==> config.mk <==
export PLATFORM = sky130hd
export DESIGN_NAME = spr_dma
export DESIGN_NICKNAME = d
export VERILOG_FILES = /design/src/rtl/spr_dma_pkg.sv /design/src/rtl/spr_dma_trig.sv /design/src/rtl/spr_dma_ctr.sv /design/src/rtl/spr_dma_seq.sv /design/src/rtl/spr_dma.sv
export SDC_FILE = /design/constraint.sdc
export NUM_CORES = 1
export LEC_CHECK = 0
export BUFFER_PORTS_ARGS = -buffer_cell sky130_fd_sc_hd__buf_2
export CORE_UTILIZATION = 50
export DETAILED_ROUTE_END_ITERATION = 8
export PLACE_DENSITY = 0.84
export SYNTH_ARGS = -nofsm -noshare
export SYNTH_HDL_FRONTEND = slang
export SYNTH_SLANG_ARGS = --single-unit
==> constraint.sdc <==
create_clock -name clk -period 5.25 [get_ports clk]
set_input_delay 0.2625 -clock clk [delete_from_list [all_inputs] [get_ports clk]]
set_output_delay 0.2625 -clock clk [all_outputs]
set_load 0.02 [all_outputs]
==> src/rtl/spr_dma_pkg.sv <==
package spr_dma_pkg;
  typedef enum logic [1:0] {
    ST_IDLE  = 2'd0,
    ST_ALIGN = 2'd1,
    ST_READ  = 2'd2,
    ST_WRITE = 2'd3
  } dma_st_t;
endpackage

==> src/rtl/spr_dma_trig.sv <==
module spr_dma_trig #(
  parameter int ADDR_W = 16,
  parameter int DATA_W = 8,
  parameter logic [ADDR_W-1:0] TRIG_ADDR = 16'h4014
) (
  input  logic              clk,
  input  logic              rst_n,
  input  logic              wr_en,
  input  logic [ADDR_W-1:0] addr,
  input  logic [DATA_W-1:0] wdata,
  input  logic              idle,
  output logic              start,
  output logic              start_odd,
  output logic [DATA_W-1:0] page
);
  logic phase;

  // CPU cycle phase: 0 in the first cycle after reset.
  always_ff @(posedge clk) begin
    if (!rst_n) phase <= 1'b0;
    else        phase <= ~phase;
  end

  assign start     = idle && wr_en && (addr == TRIG_ADDR);
  assign start_odd = phase;

  always_ff @(posedge clk) begin
    if (!rst_n)     page <= '0;
    else if (start) page <= wdata;
  end
endmodule

==> src/rtl/spr_dma_ctr.sv <==
module spr_dma_ctr #(
  parameter int CNT_W = 8
) (
  input  logic             clk,
  input  logic             rst_n,
  input  logic             load,
  input  logic [CNT_W-1:0] base_in,
  input  logic             step,
  output logic [CNT_W-1:0] idx,
  output logic [CNT_W-1:0] dst,
  output logic             last
);
  logic [CNT_W-1:0] base_q;

  always_ff @(posedge clk) begin
    if (!rst_n) begin
      idx    <= '0;
      base_q <= '0;
    end else if (load) begin
      idx    <= '0;
      base_q <= base_in;
    end else if (step) begin
      idx    <= idx + 1'b1;
    end
  end

  assign dst  = base_q + idx;
  assign last = &idx;
endmodule

==> src/rtl/spr_dma_seq.sv <==
module spr_dma_seq
  import spr_dma_pkg::*;
#(
  parameter int DATA_W = 8
) (
  input  logic              clk,
  input  logic              rst_n,
  input  logic              start,
  input  logic              start_odd,
  input  logic              rd_ready,
  input  logic [DATA_W-1:0] rd_data,
  input  logic              oam_ready,
  input  logic              last,
  output logic              rd_valid,
  output logic              oam_valid,
  output logic [DATA_W-1:0] wr_byte,
  output logic              step,
  output logic              idle,
  output logic              done
);
  dma_st_t st, st_nx;

  assign rd_valid  = (st == ST_READ);
  assign oam_valid = (st == ST_WRITE);
  assign idle      = (st == ST_IDLE);
  assign step      = oam_valid && oam_ready;

  always_comb begin
    st_nx = st;
    unique case (st)
      ST_IDLE:  if (start) st_nx = start_odd ? ST_ALIGN : ST_READ;
      ST_ALIGN: st_nx = ST_READ;
      ST_READ:  if (rd_ready) st_nx = ST_WRITE;
      ST_WRITE: if (oam_ready) st_nx = last ? ST_IDLE : ST_READ;
      default:  st_nx = ST_IDLE;
    endcase
  end

  always_ff @(posedge clk) begin
    if (!rst_n) begin
      st      <= ST_IDLE;
      wr_byte <= '0;
      done    <= 1'b0;
    end else begin
      st   <= st_nx;
      done <= step && last;
      if (rd_valid && rd_ready) wr_byte <= rd_data;
    end
  end
endmodule

==> src/rtl/spr_dma.sv <==
module spr_dma #(
  parameter int ADDR_W     = 16,
  parameter int DATA_W     = 8,
  parameter int PAGE_BYTES = 256,
  parameter logic [ADDR_W-1:0] TRIG_ADDR = 16'h4014
) (
  input  logic                        clk,
  input  logic                        rst_n,
  input  logic                        cpu_wr_en,
  input  logic [ADDR_W-1:0]           cpu_addr,
  input  logic [DATA_W-1:0]           cpu_wdata,
  input  logic [$clog2(PAGE_BYTES)-1:0] oam_base,
  output logic                        cpu_rdy,
  output logic                        busy,
  output logic                        done,
  output logic                        rd_valid,
  output logic [ADDR_W-1:0]           rd_addr,
  input  logic                        rd_ready,
  input  logic [DATA_W-1:0]           rd_data,
  output logic                        oam_valid,
  output logic [$clog2(PAGE_BYTES)-1:0] oam_addr,
  output logic [DATA_W-1:0]           oam_data,
  input  logic                        oam_ready
);
  localparam int CNT_W = $clog2(PAGE_BYTES);

  logic              start, start_odd, idle, step, last;
  logic [DATA_W-1:0] page;
  logic [CNT_W-1:0]  idx;

  spr_dma_trig #(.ADDR_W(ADDR_W), .DATA_W(DATA_W), .TRIG_ADDR(TRIG_ADDR)) u_trig (
    .clk(clk), .rst_n(rst_n), .wr_en(cpu_wr_en), .addr(cpu_addr),
    .wdata(cpu_wdata), .idle(idle), .start(start), .start_odd(start_odd),
    .page(page)
  );

  spr_dma_ctr #(.CNT_W(CNT_W)) u_ctr (
    .clk(clk), .rst_n(rst_n), .load(start), .base_in(oam_base),
    .step(step), .idx(idx), .dst(oam_addr), .last(last)
  );

  spr_dma_seq #(.DATA_W(DATA_W)) u_seq (
    .clk(clk), .rst_n(rst_n), .start(start), .start_odd(start_odd),
    .rd_ready(rd_ready), .rd_data(rd_data), .oam_ready(oam_ready),
    .last(last), .rd_valid(rd_valid), .oam_valid(oam_valid),
    .wr_byte(oam_data), .step(step), .idle(idle), .done(done)
  );

  assign rd_addr = ADDR_W'({page, idx});
  assign busy    = ~idle;
  assign cpu_rdy = idle;
endmodule

## After elaboration in Yosys (flattened, before gate mapping)

Cells that the tools add are included.

| word-level totals | value |
|---|---|
| register bits after elaboration | 36 |
| latch bits | 0 |
| memory bits (writable) | 0 |
| memory bits (read-only) | 0 |
| bits of input ports | 45 |
| output and inout port bits | 37 |
| word-level logic and storage cells | 34 |
| memories | 0 |

| cells by class | value |
|---|---|
| add/subtract/negate cells | 2 |
| multiply operators | 0 |
| div/mod/pow operators | 0 |
| $lt $le $gt $ge | 0 |
| equality and inequality tests | 7 |
| shifts and indexed selects | 0 |
| mux-type cells | 6 |
| bitwise gates (word level) | 3 |
| reduce and logical (&&, ||, !) cells | 9 |

Operator list:

| operator | count |
|---|---|
| 16-bit by 15-bit == test with 1-bit output, second input constant | 1 |
| 2-bit two-way mux | 5 |
| 8-bit by 1-bit adder with 8-bit output, second input constant | 1 |
| 8-bit adder | 1 |
| 2-bit one-hot mux with 4 select lines | 1 |
| 8-bit AND reduction | 1 |
| 2-bit != test, second input constant | 3 |
| 1-bit logical AND | 5 |
| 2-bit == test, second input constant | 2 |
| 1-bit inverter | 3 |
| 3-bit AND reduction | 1 |
| 2-bit by 1-bit == test with 1-bit output, second input constant | 1 |
| 2-bit zero test | 1 |
| 2-bit OR reduction | 1 |

## Depth between registers and ports, before layout

| depth | value |
|---|---|
| depth in word-level cells | 5 |
| mapped depth | 7 |

## Hierarchy

From an unflattened synthesis, not the netlist that was laid out.

| unflattened totals | value |
|---|---|
| cells, all modules | 208 |
| area, all modules | 1,891.8 sq um |

By module, submodules not included:

| module | instances | cells each | area each (sq um) | seq. area each (sq um) |
|---|---|---|---|---|
| spr_dma_ctr | 1 | 107 | 972.2 | 320.3 |
| spr_dma_seq | 1 | 54 | 509.2 | 220.2 |
| spr_dma_trig | 1 | 46 | 406.6 | 180.2 |
| spr_dma | 1 | 1 | 3.8 | 0.0 |

## Worst setup path after synthesis

OpenSTA, ideal clock, no wires.

| path | value |
|---|---|
| path kind | register to output |
| start point | reg u_ctr.idx[0] |
| end point | out oam_addr[6] |
| data arrival time | 2.153 ns |
| slack | 2.834 ns |
| stages on the path, launching flop included | 8 |
| path through | dfxtp_1 -> ha_1 -> inv_1 -> fa_1 -> nand2b_1 -> a21boi_0 -> o21a_1 -> o311ai_0 |

| between the ends | value |
|---|---|
| cells in the longest elaborated chain, start to end | 1 |

Ends and longest elaborated chain:

| item | RTL line | RTL |
|---|---|---|
| from (decl) | spr_dma_ctr.sv:9 | `output logic [CNT_W-1:0] idx,` |
| from (signal assigned) | spr_dma_ctr.sv:23 | `idx <= idx + 1'b1;` |
| 8-bit adder | spr_dma_ctr.sv:27 | `assign dst = base_q + idx;` |
| to (decl) | spr_dma.sv:21 | `output logic [$clog2(PAGE_BYTES)-1:0] oam_addr,` |

No other way between the ends.

## Worst setup path in the final report

Same ends and word-level chain as after synthesis.

==> metrics.yaml <==
floorplan:
  die_area_mm2: 0.00393
  die_w_um: 62.7
  fp-row-count: 21
  fp.dieH_um: 62.7
  core_mm2: 0.00344
  ioPinCount: 82
  start_util_pct: 53.5
run:
  maxCapViolCount: 0
sta:
  clock_skew_ps: 2.43
  rsz0062_at_grt: "false"
  relSlewSlack_pct: 38.3
  min_period_ps: 2540
  slew_violations: 0
  tns_ps: 0
  hold_violations: 0
  final-setup-viol-count: 0
  max_freq_ghz: 0.393
  worstMarginPinSlew_ps: 923
  fin_crit_sh_pct: 48.5
power:
  leakagePower_uw: 0.00108
  power_uw: 564
  peakVddDrop_v: 0.000194
  power_density_mw_per_mm2: 236
global_route:
  grt_overflow: 0
  grt_usage_pct: 21.6
  grt_pass1_wl_um: 6670
  antenna_found_initial: 0
  grt_pass1_vias: 1585
  grt_max_degree: 37
clock_tree:
  clk_path_buf_depth: 2
  cts_post_setup_buffers_inserted: 0
  cts_tree: "built"
  htreeDepth: 2
  clockRootBuffer: "clkbuf_8"
  worstSkewPairLatency_ps: 280
  clk_transition_reported_paths_ps: 70
  cts_resized: 0
  ctsHoldBuffers: 0
  numCtsBuffers: 5
  clkSinkCount: 36
synthesis:
  ys_seq_area_share_pct: 39.2
  synth-seq-cells: 36
  synth.distinct_cells: 38
  yosys.area.top_type: "dfxtp_1"
  synth_area_leaders: "dfxtp_1, nand2_1, mux2i_1, ha_1, nand3_1"
  synth_edf_count: 0
  syn-cell-area_mm2: 0.00184
  ys_async_sr_fraction_pct: 0
  synthCells: 215
  synthFlopType: "dfxtp_1"
  synth_warnings: 0
  synth.top_cell.area_share_pct: 39.2
  synth_area_per_cell_um2: 8.56
  synth_nets: 269
layout:
  diodes: 0
  fin_area_mm2: 0.00239
  final_layout_size_suffix_gt1_share_pct: 31.8
  nNetsFinal: 349
  area_growth_pct: 29.7
  nFillCells: 295
detailed_routing:
  drt_pass1_iterations: 4
  vias: 1695
  postRouteAntennaNets: 0
  vias_per_cell: 4.96
  drt_wl_total_um: 3770
  wl_per_cell_um: 11.0
  drc: 0
  first_iter_violations: 64
setup_path:
  start_kind: "flip-flop"
  critPathCaptureType: "primary output"
  crit_fanout: 6
  cp.required_ps: 4990
  worstSetupPathType: "flip-flop to primary output"
  r2r_cells: 3
  arrival_ps: 2280
place:
  placed_area_mm2: 0.00226
  routabilityCongestion: 0.811
  portBuffers: 81
  hpwl_um: 2880
run_status:
  status: "finished, final reports clean"
hold_path:
  hold_depth: 3
  hold_path_class: "input pin to flip-flop"
[state kept, by name, summed over array words and instances, names as in the netlist]
register          flops
u_ctr.base_q          8
u_ctr.idx             8
u_seq.done            1
u_seq.st              2
u_seq.wr_byte         8
u_trig.page           8
u_trig.start_odd      1
[per-layer routing]
layer	up-vias	GRT usage, %	share of wire (%)
met2	52	37.4	48
met5	-	0	0
li1	885	-	-
met1	753	24.7	46
met4	0	7.27	0.93
met3	5	7.12	5.6
[worst paths after layout]
| kind | startpoint | to | slack [ps] |
|---|---|---|---|
| worst max-delay path | u_ctr.idx[0]$_SDFFE_PP0N_ | oam_addr[6] | 2710 |
| worst min-delay path | cpu_wdata[4] | u_trig.page[4]$_SDFFE_PN0P_ | 220 |
| worst max register to register | u_seq.st[0]$_SDFFE_PN0P_ | u_trig.page[6]$_SDFFE_PN0P_ | 3420 |
| worst min register to register | u_trig.start_odd$_SDFF_PN0_ | u_trig.start_odd$_SDFF_PN0_ | 450 |
[worst max-delay path, cell delays in order (launching register included)]
cell	delay [ps]
dfxtp_1	430
ha_1	210
inv_1	60
fa_1	380
nand2b_1	150
a21boi_0	290
o21a_1	180
o311ai_0	110
buf_2	180
[placed cells by master, fill, tap and decap left out]
cell type,instances
buf_2,81
nand2_1,47
dfxtp_1,36
mux2i_1,17
nor2_1,16
nand3_1,15
inv_1,10
a21oi_1,9
xnor2_1,8
ha_1,8
clkbuf_8,7
nor3_1,5
xor2_1,4
o21ai_0,3
nand2b_1,3
nor2b_1,3
o211ai_1,2
o21a_1,2
nand4_1,2
o41ai_1,1
a21boi_0,1
a221oi_1,1
o311ai_0,1
or2_1,1
and2_1,1
nor4b_4,1
nor4_4,1
nand3_2,1
nor4bb_1,1
nor3_4,1
clkinv_1,1
o31ai_1,1
and3_1,1
o31ai_2,1
o311a_1,1
fa_1,1
bufinv_16,1
[where the power goes]
group	total, µW	internal (µW)	switching (µW)
combinational	30.5	15.5	15.1
clock	260	167	92.6
sequential	274	274	0.383
total	564	456	108
[cells in the mapped netlist (2+ instances only)]
cell type	instances
nand2b_1	3
o21ai_0	3
nand4_1	2
a21oi_1	9
ha_1	8
nor2_1	16
o211ai_1	2
xor2_1	4
clkbuf_1	5
nand3_1	15
mux2i_1	17
dfxtp_1	36
nor3_1	5
nor2b_1	3
o21a_1	2
inv_1	10
nand2_1	47
xnor2_1	8
[through the flow]
stage / std cells / worst slack (ps) / util, % / hold slack, ps
finish: 342 / 2710 / 69.4 / 221
detailed placement: 334 / 3040 / 65.7 / 442
CTS: 342 / 2690 / 69.4 / 211
global route: 342 / 2540 / 69.4 / 221
floorplan: 215 / 2830 / - / 405
global placement: 334 / 3040 / 65.7 / 429
[layout make-up]
class	count	area (µm²)	share of cell area, %
multi-input cells	160	1040	43.4
well taps	46	57.6	2.41
flip-flops and latches	36	721	30.2
clock inverters	1	30.0	1.26
inverters	11	41.3	1.73
repair buffers	81	405	17.0
clock buffers	7	96.3	4.04
[logic make-up after synthesis]
group                      share of synthesized area, %
and+or+nand+nor                                    26.4
DFF                                                39.2
AOI/OAI and AO/OA                                  8.36
buffers and inverters                              4.55
muxes                                              9.25
xor gates and xnor gates                           5.71
adders and majority gates                          6.53
Power figures use the tool's default switching activity.
